--- config.mk ---
export PLATFORM = sky130hd
export DESIGN_NAME = serial_acc_adder
export DESIGN_NICKNAME = d
export VERILOG_FILES = /design/src/rtl/sadd_pkg.sv /design/src/rtl/sadd_shreg.sv /design/src/rtl/sadd_jkff.sv /design/src/rtl/sadd_bitslice.sv /design/src/rtl/serial_acc_adder.sv
export SDC_FILE = /design/constraint.sdc
export NUM_CORES = 1
export LEC_CHECK = 0
export ABC_AREA = 1
export BUFFER_PORTS_ARGS = -buffer_cell sky130_fd_sc_hd__buf_2
export CAP_MARGIN = 20
export CORE_AREA = 2 2 39 41
export DETAILED_ROUTE_END_ITERATION = 10
export DIE_AREA = 0 0 41 43
export GPL_TIMING_DRIVEN = 1
export PLACE_DENSITY = 0.73
export REMOVE_ABC_BUFFERS = 1
export SYNTH_ARGS = -nofsm -noshare
export SYNTH_HDL_FRONTEND = slang
export SYNTH_HIERARCHICAL = 1
export SYNTH_SLANG_ARGS = --single-unit
export TNS_END_PERCENT = 10
--- constraint.sdc ---
create_clock -name clk -period 2.76 [get_ports clk]
set_input_delay 0.276 -clock clk [delete_from_list [all_inputs] [get_ports clk]]
set_output_delay 0.276 -clock clk [all_outputs]
set_load 0.03 [all_outputs]
--- src/rtl/sadd_pkg.sv ---
package sadd_pkg;

  typedef enum logic [1:0] {
    OP_HOLD  = 2'd0,
    OP_SHIFT = 2'd1,
    OP_LOAD  = 2'd2,
    OP_CLEAR = 2'd3
  } op_e;

  // clear beats load, load beats shift
  function automatic op_e op_decode(input logic clr, input logic ld, input logic sh);
    op_e r;
    if (clr)     r = OP_CLEAR;
    else if (ld) r = OP_LOAD;
    else if (sh) r = OP_SHIFT;
    else         r = OP_HOLD;
    return r;
  endfunction

endpackage

--- src/rtl/sadd_shreg.sv ---
module sadd_shreg
  import sadd_pkg::*;
#(
  parameter int WIDTH = 4
) (
  input  logic             clk,
  input  op_e              op,
  input  logic [WIDTH-1:0] par_in,
  input  logic             ser_in,
  output logic [WIDTH-1:0] q,
  output logic             ser_out
);
  localparam int MSB = WIDTH - 1;

  logic [WIDTH-1:0] shifted;

  genvar gi;
  generate
    for (gi = 0; gi < WIDTH; gi++) begin : g_bit
      if (gi == MSB) begin : g_top
        assign shifted[gi] = ser_in;
      end else begin : g_mid
        assign shifted[gi] = q[gi+1];
      end
    end
  endgenerate

  always_ff @(posedge clk) begin
    case (op)
      OP_CLEAR: q <= '0;
      OP_LOAD:  q <= par_in;
      OP_SHIFT: q <= shifted;
      default:  q <= q;
    endcase
  end

  assign ser_out = q[0];


  load_take_chk: assert property (@(posedge clk) disable iff (op == OP_CLEAR)
    (op == OP_LOAD) |=> (q == $past(par_in)));

endmodule

--- src/rtl/sadd_jkff.sv ---
module sadd_jkff
  import sadd_pkg::*;
(
  input  logic clk,
  input  op_e  op,
  input  logic j,
  input  logic k,
  output logic q
);
  always_ff @(posedge clk) begin
    if (op == OP_CLEAR) begin
      q <= 1'b0;
    end else if (op == OP_SHIFT) begin
      case ({j, k})
        2'b10:   q <= 1'b1;
        2'b01:   q <= 1'b0;
        2'b11:   q <= ~q;
        default: q <= q;
      endcase
    end
  end
endmodule

--- src/rtl/sadd_bitslice.sv ---
module sadd_bitslice (
  input  logic x,
  input  logic y,
  input  logic cin,
  output logic sum,
  output logic jset,
  output logic kreset
);
  always_comb begin
    sum    = x ^ y ^ cin;
    jset   = x & y;
    kreset = ~x & ~y;
  end
endmodule

--- src/rtl/serial_acc_adder.sv ---
module serial_acc_adder
  import sadd_pkg::*;
#(
  parameter int WIDTH = 4
) (
  input  logic             clk,
  input  logic             clr,
  input  logic             shift_en,
  input  logic             load,
  input  logic [WIDTH-1:0] acc_load_val,
  input  logic [WIDTH-1:0] add_load_val,
  input  logic             add_ser_in,
  output logic [WIDTH-1:0] acc_q,
  output logic [WIDTH-1:0] add_q,
  output logic             carry_q
);
  localparam int MSB = WIDTH - 1;

  op_e  op;
  logic x_bit, y_bit, sum_bit, j_in, k_in;

  assign op = op_decode(clr, load, shift_en);

  sadd_shreg #(.WIDTH(WIDTH)) u_acc (
    .clk(clk), .op(op), .par_in(acc_load_val), .ser_in(sum_bit),
    .q(acc_q), .ser_out(x_bit)
  );

  sadd_shreg #(.WIDTH(WIDTH)) u_add (
    .clk(clk), .op(op), .par_in(add_load_val), .ser_in(add_ser_in),
    .q(add_q), .ser_out(y_bit)
  );

  sadd_bitslice u_fa (
    .x(x_bit), .y(y_bit), .cin(carry_q),
    .sum(sum_bit), .jset(j_in), .kreset(k_in)
  );

  sadd_jkff u_cy (
    .clk(clk), .op(op), .j(j_in), .k(k_in), .q(carry_q)
  );

  // arms the checks once the first clear has defined the state
  logic chk_armed;
  always_ff @(posedge clk) if (clr) chk_armed <= 1'b1;


  clear_all_chk: assert property (@(posedge clk) disable iff (!chk_armed)
    clr |=> (acc_q == '0 && add_q == '0 && carry_q == 1'b0));


  idle_hold_chk: assert property (@(posedge clk) disable iff (clr || !chk_armed)
    (!load && !shift_en) |=> ($stable(acc_q) && $stable(add_q) && $stable(carry_q)));


  load_carry_chk: assert property (@(posedge clk) disable iff (clr || !chk_armed)
    load |=> $stable(carry_q));


  acc_sum_chk: assert property (@(posedge clk) disable iff (clr || !chk_armed)
    (shift_en && !load) |=>
      (acc_q[MSB] == ($past(acc_q[0]) ^ $past(add_q[0]) ^ $past(carry_q)))
      && (acc_q[MSB-1:0] == $past(acc_q[MSB:1])));


  add_fill_chk: assert property (@(posedge clk) disable iff (clr || !chk_armed)
    (shift_en && !load) |=>
      (add_q[MSB] == $past(add_ser_in)) && (add_q[MSB-1:0] == $past(add_q[MSB:1])));


  carry_maj_chk: assert property (@(posedge clk) disable iff (clr || !chk_armed)
    (shift_en && !load) |=>
      carry_q == (($past(acc_q[0]) && $past(add_q[0]))
               || ($past(acc_q[0]) && $past(carry_q))
               || ($past(add_q[0]) && $past(carry_q))));

endmodule

* After elaboration in Yosys (flattened, before gate mapping)
Index checks and enable logic that the tools add are counted. W data, S select, Z words.
Word-level totals: register bits after elaboration 9, latch bits 0, memory bits (writable) 0, ROM bits 0, input bits 13, output and inout bits 9, word-level logic and storage cells 25, memories kept 0
Cells by class: $add $sub $neg 0, $mul 0, div/mod/pow operators 0, $lt $le $gt $ge 0, equal/unequal tests 6, shift-type cells 0, mux-type cells 6, bitwise operators 7, reductions and logical operators 3
Operators by type and width (number):
- $pmux W4 S3 | 2
- $eq A2 B2 Y1 const B | 4
- $reduce_bool A3 Y1 | 2
- $eq A2 B1 Y1 const B | 2
- $mux W2 | 2
- $not A1 Y1 | 3
- $pmux W1 S3 | 1
- $and A1 B1 Y1 | 2
- $reduce_and A2 Y1 | 1
- $xor A1 B1 Y1 | 2
- $mux W1 | 1

* Depth between registers and ports, before layout
word-level depth 5, mapped depth 7, gate-level depth less buffers 7

* Cells and area by module
The synthesis kept the hierarchy.
Modules (own cells, without submodules):
- sadd_shreg | instances 2, cells an instance 24, area each 230.2 sq um, seq. area each 120.1 sq um
- sadd_jkff | instances 1, cells an instance 10, area each 53.8 sq um, seq. area each 20.0 sq um
- sadd_bitslice | instances 1, cells an instance 9, area each 51.3 sq um, seq. area each 0.0 sq um
- serial_acc_adder | instances 1, cells an instance 5, area each 18.8 sq um, seq. area each 0.0 sq um

* Worst setup path after synthesis
OpenSTA, ideal clock, no wires.
path kind in2reg, from input load, to register u_acc.q[0] (data pin), library setup time 257 ps, data arrival time 979 ps, required time 2503 ps, setup slack 1524 ps, stages on the path 7, buffers on the path 0, cell sequence inv_1 nand2_1 nand2_1 inv_1 ha_1 inv_1 a21oi_1
Between the ends: word-level cells in the longest chain between the ends 4, elaborated cells on any way between the ends 6, those cells by class eq/ne (3); mux (3)
RTL lines:
- start: declaration | line serial_acc_adder.sv:9 | input logic load,
- $mux W2 * | line sadd_pkg.sv:14 | else if (ld) r = OP_LOAD;
- $mux W2 * | line sadd_pkg.sv:13 | if (clr) r = OP_CLEAR;
- named net op[0] | line serial_acc_adder.sv:19 | op_e op;
- $eq A2 B1 Y1 or $eq A2 B2 Y1 (tied branches) | line sadd_shreg.sv:29 | case (op)
- $pmux W4 S3 * | line sadd_shreg.sv:29
- end signal: assignment | line sadd_shreg.sv:31 | OP_LOAD: q <= par_in;
- end signal: assignment | line sadd_shreg.sv:32 | OP_SHIFT: q <= shifted;
- end signal: assignment | line sadd_shreg.sv:33 | default: q <= q;
- end: declaration | line sadd_shreg.sv:10 | output logic [WIDTH-1:0] q,
The timed path passes the listed nets; every way through them passes the cells marked *. A chain may end at the register's enable or synchronous reset.

* Worst setup path after layout
from register u_acc.q[0], to register u_acc.q[3] (data pin)
Between the ends: word-level cells in the longest chain between the ends 3
RTL lines:
- $xor A1 B1 Y1 (2 in series) | line sadd_bitslice.sv:10 | sum = x ^ y ^ cin;
- named net sum_bit | line serial_acc_adder.sv:20 | logic x_bit, y_bit, sum_bit, j_in, k_in;
- $pmux W4 S3 | line sadd_shreg.sv:29
The timed path passes the listed nets, and every way through them passes these cells.

==> results.sh <==
export IMPL_dr_pass1_iters=4
export IMPL_clock_latency_ps=250
export IMPL_startpoint_type="flip-flop"
export IMPL_swShare_pct=28.69
export IMPL_cpPeakStageDelay_ps=410
export IMPL_synth_top_area_cell="edfxtp_1"
export IMPL_syn_area_per_cell_um2=8.115
export IMPL_total_power_mw=0.3342
export IMPL_initial_core_util_pct=42.22
export IMPL_p_int_mw=0.2383
export IMPL_cp_common_cell="nand2_1"
export IMPL_p_leak_nw=0.4063
export IMPL_die_area_mm2=0.001763
export IMPL_syn_inst=72
export IMPL_ant_nets=0
export IMPL_outcome="completed"
export IMPL_yosys_warnings=6
export IMPL_numCtsBuffers=3
export IMPL_path_delay_family="flip-flops"
export IMPL_via_per_inst=4.495
export IMPL_syn2layout_area_growth_pct=23.34
export IMPL_period_share_pct=43.70
export IMPL_htreeDepth=1
export IMPL_crit_required_ps=2770
export IMPL_antenna_found_initial=0
export IMPL_cts_buffer_depth=2
export IMPL_power_frac_comb_pct=21.4
export IMPL_grt_max_degree=7
export IMPL_hold_path_startpoint="add_load_val[2]"
export IMPL_seq_power_share_pct=49.1
export IMPL_slew_violations=0
export IMPL_grt_usage_pct=13.52
export IMPL_hold_worst_slack_ps=356.7
export IMPL_ys_types=7
export IMPL_crit_buf_inv=1
export IMPL_peakVddDrop_mv=0.2043
export IMPL_pwr_share_clk_pct=29.5
export IMPL_grt_pass1_vias=433
export IMPL_gp_congestion=0.7862
export IMPL_cts_sinks=9
export IMPL_maxCapViolCount=0
export IMPL_cts_root_buf="clkbuf_4"
export IMPL_worstMarginPinSlew_ps=180.8
export IMPL_crit_chain="inv_1 -> ha_1 -> nand2_1 -> nand2_1 -> nand2_1 -> a21oi_1"
export IMPL_antenna_cells=0
export IMPL_die_x_um=41
export IMPL_clk_pin_slew_ps=60
export IMPL_cp_end_kind="flip-flop"
export IMPL_drc=0
export IMPL_cts_repair_resized=0
export IMPL_rsz0062_at_grt="no"
export IMPL_min_to="u_add/q[2]"
export IMPL_reg2reg_to="u_acc/q[3]"
export IMPL_power_density_mw_per_mm2=463.7
export IMPL_port_buffers=21
export IMPL_synth_top_area_share_pct=41.11
export IMPL_dp_hpwl_um=836.1
export IMPL_wl_per_cell_um=9.027
export IMPL_utilization_pct=52.08
export IMPL_rows=14
export IMPL_r2r_cells=6
export IMPL_drt_iter0_drc=12
export IMPL_overflow=0
export IMPL_crit_type="flip-flop to flip-flop"
export IMPL_fin_skew_ps=1.698
export IMPL_fin_nets=117
export IMPL_fin_crit_ps=1206
export IMPL_worstHoldPathCells=3
export IMPL_cp_arrival_ps=1220
export IMPL_syn_area_um2=584.3
export IMPL_hold_viol=0
export IMPL_max_freq_mhz=829.1
export IMPL_cts_tree="built"
export IMPL_setup_tns_ps=0
export IMPL_hold_class="input pin to flip-flop"
export IMPL_maxSlewHeadroom_pct=87.92
export IMPL_dieHeight_um=43
export IMPL_r2r_slack_ps=1550
export IMPL_core_area_mm2=0.001384
export IMPL_setup_violations_final=0
export IMPL_r2r_start="u_acc/q[0]"
export IMPL_n_fill_cell=142
export IMPL_synthTopCellsByArea="edfxtp_1 (41%), nand2_1 (18%), ha_1 (17%), inv_1 (11%), a21oi_1 (6.9%)"
export IMPL_synth_seq_area_share_pct=44.54
export IMPL_routed_wl_um=1002
export IMPL_io_pins=22
export IMPL_path_max_fanout=3
export IMPL_drive_gt1_share_pct=25.26
export IMPL_critPathSlowestCell="edfxtp_1"
export IMPL_ys_ff_latch=9
export IMPL_net_switching_power_mw=0.09588
export IMPL_holdBufCountCts=0
export IMPL_grt_pass1_wl_um=1580
export IMPL_num_vias=499
export IMPL_post_cts_setup_buffer_count=0
power by group through the flow:
stage / registers [mW] / clock network [mW] / logic, mW
after floorplan: 0.186 / 0 / 0.0293
after global placement: 0.166 / 0 / 0.0700
after detailed placement: 0.167 / 0 / 0.0719
after CTS: 0.164 / 0.100 / 0.0722
after global routing: 0.165 / 0.111 / 0.0803
final: 0.164 / 0.0985 / 0.0717
worst max path at each step:
| stage | startpoint | endpoint | slack [ps] | depth (start not counted) |
|---|---|---|---|---|
| after CTS | u_add/q[0] | u_acc/q[3] | 1540 | 6 |
| after floorplan | u_add/q[0] | u_acc/q[3] | 1400 | 7 |
| after global routing | u_add/q[0] | u_acc/q[3] | 1450 | 6 |
| after detailed placement | load | u_add/q[3] | 1310 | 8 |
| after global placement | load | u_add/q[0] | 1350 | 8 |
| final | u_acc/q[0] | u_acc/q[3] | 1550 | 6 |
cell families after synthesis:
logic type                 Yosys count  synth area share (%)
DFF                                  9                 44.54
adders and majority gates            8                 17.13
AOI/OAI and AO/OA                    8                 6.853
buffers and inverters               19                 13.49
and+or+nand+nor                     28                 17.99
metrics by stage:
step	area (µm²)	setup WS, ps	std cells
after floorplan	569.3	1401	70
after detailed placement	694.4	1314	107
after global placement	694.4	1350	107
final	720.7	1554	111
after CTS	720.7	1542	111
after global routing	720.7	1446	111
metal layers:
metal / track usage [%] / wire [µm]
met3: 3.141 / 48
met1: 15.38 / 428
met4: 10.00 / 0
met2: 20.63 / 524
met5: 0 / 0
cell usage in the layout, fill, tap and decap left out:
| cell | instances |
|---|---|
| inv_1 | 17 |
| clkbuf_1 | 1 |
| edfxtp_1 | 8 |
| nand2_1 | 28 |
| clkbuf_4 | 3 |
| a21oi_1 | 8 |
| buf_2 | 21 |
| dfxtp_1 | 1 |
| ha_1 | 8 |
cell usage after synthesis:
cell type,instances
a21oi_1,8
nand2_1,28
edfxtp_1,8
dfxtp_1,1
inv_1,17
ha_1,8
buf_4,2
worst reg2reg max path: cells and delay by family, from the launching register on:
kind / cells / cell delay (ps)
AO/OA/AOI/OAI: 1 / 50
adder cells (fa/ha/maj): 1 / 230
buffers and inverters: 1 / 80
flip-flops: 1 / 410
AND/OR/NAND/NOR: 3 / 190
state kept, by name, indices dropped and copies added, names as in the netlist:
name,count
u_add/q,4
u_cy/q,1
u_acc/q,4
area by class of cell:
class,count,area [µm²],area share [%]
repair buffers,21,105.1,14.58
inverters,17,63.81,8.854
clock buffers,4,26.28,3.646
well taps,16,20.02,2.778
multi-input cells,44,245.2,34.03
flip-flops and latches,9,260.3,36.11
(Power assumes the default switching activity.)
